===== src/rtl/split_port_bridge.sv =====
module split_port_bridge #(
  parameter int          AW        = 4,
  parameter logic [31:0] SIGNATURE = 32'hBEEFBABE
) (
  input  logic          clk,
  input  logic          rst_n,
  input  logic          bus_wr,
  input  logic          bus_rd,
  input  logic [AW-1:0] bus_addr,
  input  logic [3:0]    bus_be,
  input  logic [31:0]   bus_wdata,
  output logic [31:0]   bus_rdata,
  input  logic [31:0]   cop_status,
  output logic          cop_reset,
  output logic          cop_attn,
  output logic          cmd_valid,
  output logic [7:0]    cmd_opcode,
  output logic [31:0]   cmd_addr
);
  localparam logic [AW-1:0] OFF_RST  = AW'(0);
  localparam logic [AW-1:0] OFF_PORT = AW'(4);
  localparam logic [AW-1:0] OFF_ATTN = AW'(8);
  localparam logic [AW-1:0] OFF_SIG  = AW'(12);

  logic        phase;
  logic [15:0] first_half;

  logic hit, wr_ok, rd_ok, wr_rst, wr_port, wr_attn;

  assign hit     = (bus_be == 4'hF) &&
                   (bus_addr == OFF_RST || bus_addr == OFF_PORT ||
                    bus_addr == OFF_ATTN || bus_addr == OFF_SIG);
  assign wr_ok   = bus_wr && hit;
  assign rd_ok   = bus_rd && hit;
  assign wr_rst  = wr_ok && bus_addr == OFF_RST;
  assign wr_port = wr_ok && bus_addr == OFF_PORT;
  assign wr_attn = wr_ok && bus_addr == OFF_ATTN;

  always_ff @(posedge clk or negedge rst_n) begin
    if (!rst_n) begin
      phase      <= 1'b0;
      first_half <= '0;
      cop_reset  <= 1'b0;
      cop_attn   <= 1'b0;
      cmd_valid  <= 1'b0;
      cmd_opcode <= '0;
      cmd_addr   <= '0;
      bus_rdata  <= '0;
    end else begin
      cop_reset <= wr_rst;
      cop_attn  <= wr_attn;
      cmd_valid <= wr_port && phase;
      if (wr_rst) begin
        phase <= 1'b0;
      end else if (wr_port) begin
        phase <= ~phase;
        if (!phase) begin
          first_half <= bus_wdata[15:0];
        end else begin
          cmd_opcode <= first_half[7:0];
          cmd_addr   <= {bus_wdata[15:0], first_half[15:8], 8'h00};
        end
      end
      if (rd_ok) bus_rdata <= (bus_addr == OFF_SIG) ? SIGNATURE : cop_status;
    end
  end

  p_rst_pulse_r2: assert property (@(posedge clk) disable iff (!rst_n)
    cop_reset |=> !cop_reset);
  p_attn_pulse_r7: assert property (@(posedge clk) disable iff (!rst_n)
    cop_attn |=> !cop_attn);
  p_cmd_pulse_r4: assert property (@(posedge clk) disable iff (!rst_n)
    cmd_valid |=> !cmd_valid);
  p_cmd_needs_pair_r4: assert property (@(posedge clk) disable iff (!rst_n)
    (wr_port && !phase) |=> (!cmd_valid && phase));
  p_addr_low_zero_r4: assert property (@(posedge clk) disable iff (!rst_n)
    cmd_valid |-> cmd_addr[7:0] == 8'h00);
  p_phase_clear_r6: assert property (@(posedge clk) disable iff (!rst_n)
    wr_rst |=> !phase);
  p_signature_r8: assert property (@(posedge clk) disable iff (!rst_n)
    (rd_ok && bus_addr == OFF_SIG) |=> bus_rdata == SIGNATURE);
  p_ignored_r10: assert property (@(posedge clk) disable iff (!rst_n)
    ((bus_wr || bus_rd) && !hit) |=>
      ($stable(phase) && $stable(first_half) && $stable(bus_rdata) &&
       !cop_reset && !cop_attn && !cmd_valid));
  p_sig_write_r11: assert property (@(posedge clk) disable iff (!rst_n)
    (wr_ok && bus_addr == OFF_SIG) |=> ($stable(phase) && !cop_reset && !cop_attn && !cmd_valid));
endmodule


===== config.mk =====
export PLATFORM = sky130hd
export DESIGN_NAME = split_port_bridge
export DESIGN_NICKNAME = d
export VERILOG_FILES = /design/src/rtl/split_port_bridge.sv
export SDC_FILE = /design/constraint.sdc
export NUM_CORES = 1
export LEC_CHECK = 0
export BUFFER_PORTS_ARGS = -buffer_cell sky130_fd_sc_hd__buf_2
export CAP_MARGIN = 20
export CORE_ASPECT_RATIO = 0.5
export CORE_MARGIN = 2
export CORE_UTILIZATION = 40
export DETAILED_ROUTE_END_ITERATION = 6
export PLACE_DENSITY = 0.73
export SYNTH_ARGS = -nofsm -noshare
export SYNTH_HDL_FRONTEND = slang
export SYNTH_SLANG_ARGS = --single-unit

===== constraint.sdc =====
create_clock -name clk -period 3.05 [get_ports clk]
set_clock_uncertainty 0.1 [all_clocks]
set_input_delay 0.7625 -clock clk [delete_from_list [all_inputs] [get_ports clk]]
set_output_delay 0.7625 -clock clk [all_outputs]
set_load 0.02 [all_outputs]

==> flow_metrics.env <==
export IMPL_routed_wl_um=6460
export IMPL_synth_cell_types=22
export IMPL_critPathMaxFanout=17
export IMPL_drt_iter0_drc=83
export IMPL_cts_root_buf="clkbuf_16"
export IMPL_synthFlopType="dfrtp_1"
export IMPL_cp_slowest_cell="mux2_1"
export IMPL_path_cells="buf_2 > nor4b_4 > and4b_1 > buf_4 > mux2_1"
export IMPL_hold_viol=0
export IMPL_yosys_warnings=0
export IMPL_clock_latency_ns=0.33
export IMPL_rsz0062_at_grt="false"
export IMPL_p_total_mw=2.66
export IMPL_p_per_area_nw_per_um2=588
export IMPL_synth_edf_count=0
export IMPL_worstSetupPathType="input pin to register"
export IMPL_antenna_found_initial=0
export IMPL_crit_buf_inv=2
export IMPL_fmax_mhz=504
export IMPL_cts_buffers=9
export IMPL_setup_viol=0
export IMPL_slowest_delay_ns=0.36
export IMPL_htree_levels=3
export IMPL_cap_violations=0
export IMPL_startpoint="bus_addr[1]"
export IMPL_worst_path_stages=5
export IMPL_r2r_cells=3
export IMPL_tightest_slew_ns=0.626
export IMPL_synthCells=254
export IMPL_gp_congestion=0.730
export IMPL_ant_nets=0
export IMPL_layout_common_cells="buf_2, dfrtp_1, mux2_2, nor2_1"
export IMPL_crit_arrival_ns=2.09
export IMPL_hold_class="input pin to asynchronous set/reset pin"
export IMPL_required_ns=3.16
export IMPL_syn_to_final_growth_pct=30.4
export IMPL_core_area_sq_um=8200
export IMPL_yosys_register_bits=84
export IMPL_via_per_inst=4.52
export IMPL_synth_seq_area_share_pct=60.6
export IMPL_grt_overflow=0
export IMPL_hold_buffers=0
export IMPL_slew_headroom_pct=58.2
export IMPL_finalCritPeriodShare_pct=65.0
export IMPL_top_usage_layer="met2"
export IMPL_rr_endpoint="first_half[7]"
export IMPL_cts_resized=0
export IMPL_io_buffers=126
export IMPL_final_min_clock_period_ns=1.98
export IMPL_syn_area_per_cell_sq_um=13.6
export IMPL_cts_tree="yes"
export IMPL_crit_end="first_half[7]"
export IMPL_route_detailed_drc=0
export IMPL_grt_max_degree=50
export IMPL_final_core_util_pct=55.1
export IMPL_rows=23
export IMPL_fp_dieW_um=136
export IMPL_final_common_cell="buf_2"
export IMPL_power_leakage_nw=2.49
export IMPL_clk_pin_slew_ns=0.06
export IMPL_grtUsageMet1_pct=17.0
export IMPL_grt_pass1_wl_um=10800
export IMPL_syn_area_sq_um=3470
export IMPL_first_pass_iters=5
export IMPL_fp_dieArea_sq_um=9470
export IMPL_vdd_drop_max_uv=312
export IMPL_drv_slew=0
export IMPL_cts_setup_buffers=0
export IMPL_dieHeight_um=69.8
export IMPL_grt_use_met3_pct=4.75
export IMPL_clockBufferDepth=2
export IMPL_drive_gt1_share_pct=50.4
export IMPL_use_met2_pct=25.3
export IMPL_r2r_slack_ns=1.54
export IMPL_r2r_start="phase"
export IMPL_vias=2263
export IMPL_critical_path_top_delay_family="simple AND/OR/NAND/NOR gates"
export IMPL_grt_pass1_vias=2273
export IMPL_grt_total_usage_pct=14.5
export IMPL_antenna_cells=0
export IMPL_fin_tns_setup_ns=0
export IMPL_io_pins=151
export IMPL_dp_hpwl_um=4570
export IMPL_end_kind="register"
export IMPL_wl_per_cell_um=12.9
export IMPL_cts_sinks=84
export IMPL_initial_utilization_pct=42.3
export IMPL_synthArstFlopShare_pct=100
export IMPL_crit_path_start_kind="input pin"
export IMPL_fin_nets=460
export IMPL_status="complete, no violations"
export IMPL_filler_cell_count=725
[logic make-up (layout without fill, tap and decap cells)]
kind of cell | after synthesis | after routing | share of synthesized area [%]
compound gates | 1 | 1 | 0.217
buf+inv | 43 | 171 | 6.50
flops | 84 | 84 | 60.6
mux | 80 | 80 | 25.1
other cells | 1 | 8 | 0.108
simple gates | 45 | 45 | 7.43
[power breakdown]
part	switching [mW]	total [mW]	internal, mW
clock network	0.411	1.15	0.738
logic	0.178	0.295	0.117
registers	0.0321	1.21	1.18
[worst min path at each step]
stage	from	end	slack (ns)	cells after the start
after floorplan	first_half[10]	first_half[10]	0.35	1
after global placement	first_half[9]	first_half[9]	0.37	1
after detailed placement	first_half[9]	first_half[9]	0.37	1
after CTS	rst_n	cmd_addr[21]	0.38	1
after global routing	rst_n	cmd_addr[21]	0.41	1
final	rst_n	cmd_addr[21]	0.36	1
[cell usage after synthesis (2+ instances only)]
cell type	number	area share, %
mux2_2	47	15
mux2i_1	24	6.9
buf_4	12	2.6
inv_1	24	2.6
nor2_1	26	2.8
nor2b_1	8	1.4
dfrtp_1	84	61
mux2_1	9	2.9
buf_2	6	0.87
nand2_1	2	0.22
[final cells by class]
cell class	count	area (sq um)	area share (%)
clock buffers	12	246	5.45
clock inverters	4	72.6	1.60
inverters	24	90.1	1.99
multi-input cells	134	1170	26.0
flip-flops and latches	84	2100	46.5
well taps	112	140	3.10
repair buffers	131	696	15.4
[layer usage]
metal  vias to the layer above  part of all wire [%]
met4                         0                  0.77
met1                      1096                    43
met5                         -                     0
met3                         8                   6.1
li1                       1092                     -
met2                        67                    50
[stage by stage]
step                hold slack (ns)  std cells  area, sq um  setup WS [ns]
floorplan                     0.354        261         3490          0.926
global placement              0.365        485         4200          0.724
detailed placement            0.373        485         4200          0.719
CTS                           0.379        501         4520           1.06
global route                  0.410        501         4520          0.975
finish                        0.359        501         4520           1.07
[state kept, by name (all words and copies together), names as in the netlist]
name / count
cop_attn: 1
first_half: 16
cmd_opcode: 8
phase: 1
cmd_addr: 24
cop_reset: 1
bus_rdata: 32
cmd_valid: 1
Power figures use the tool's default switching activity.
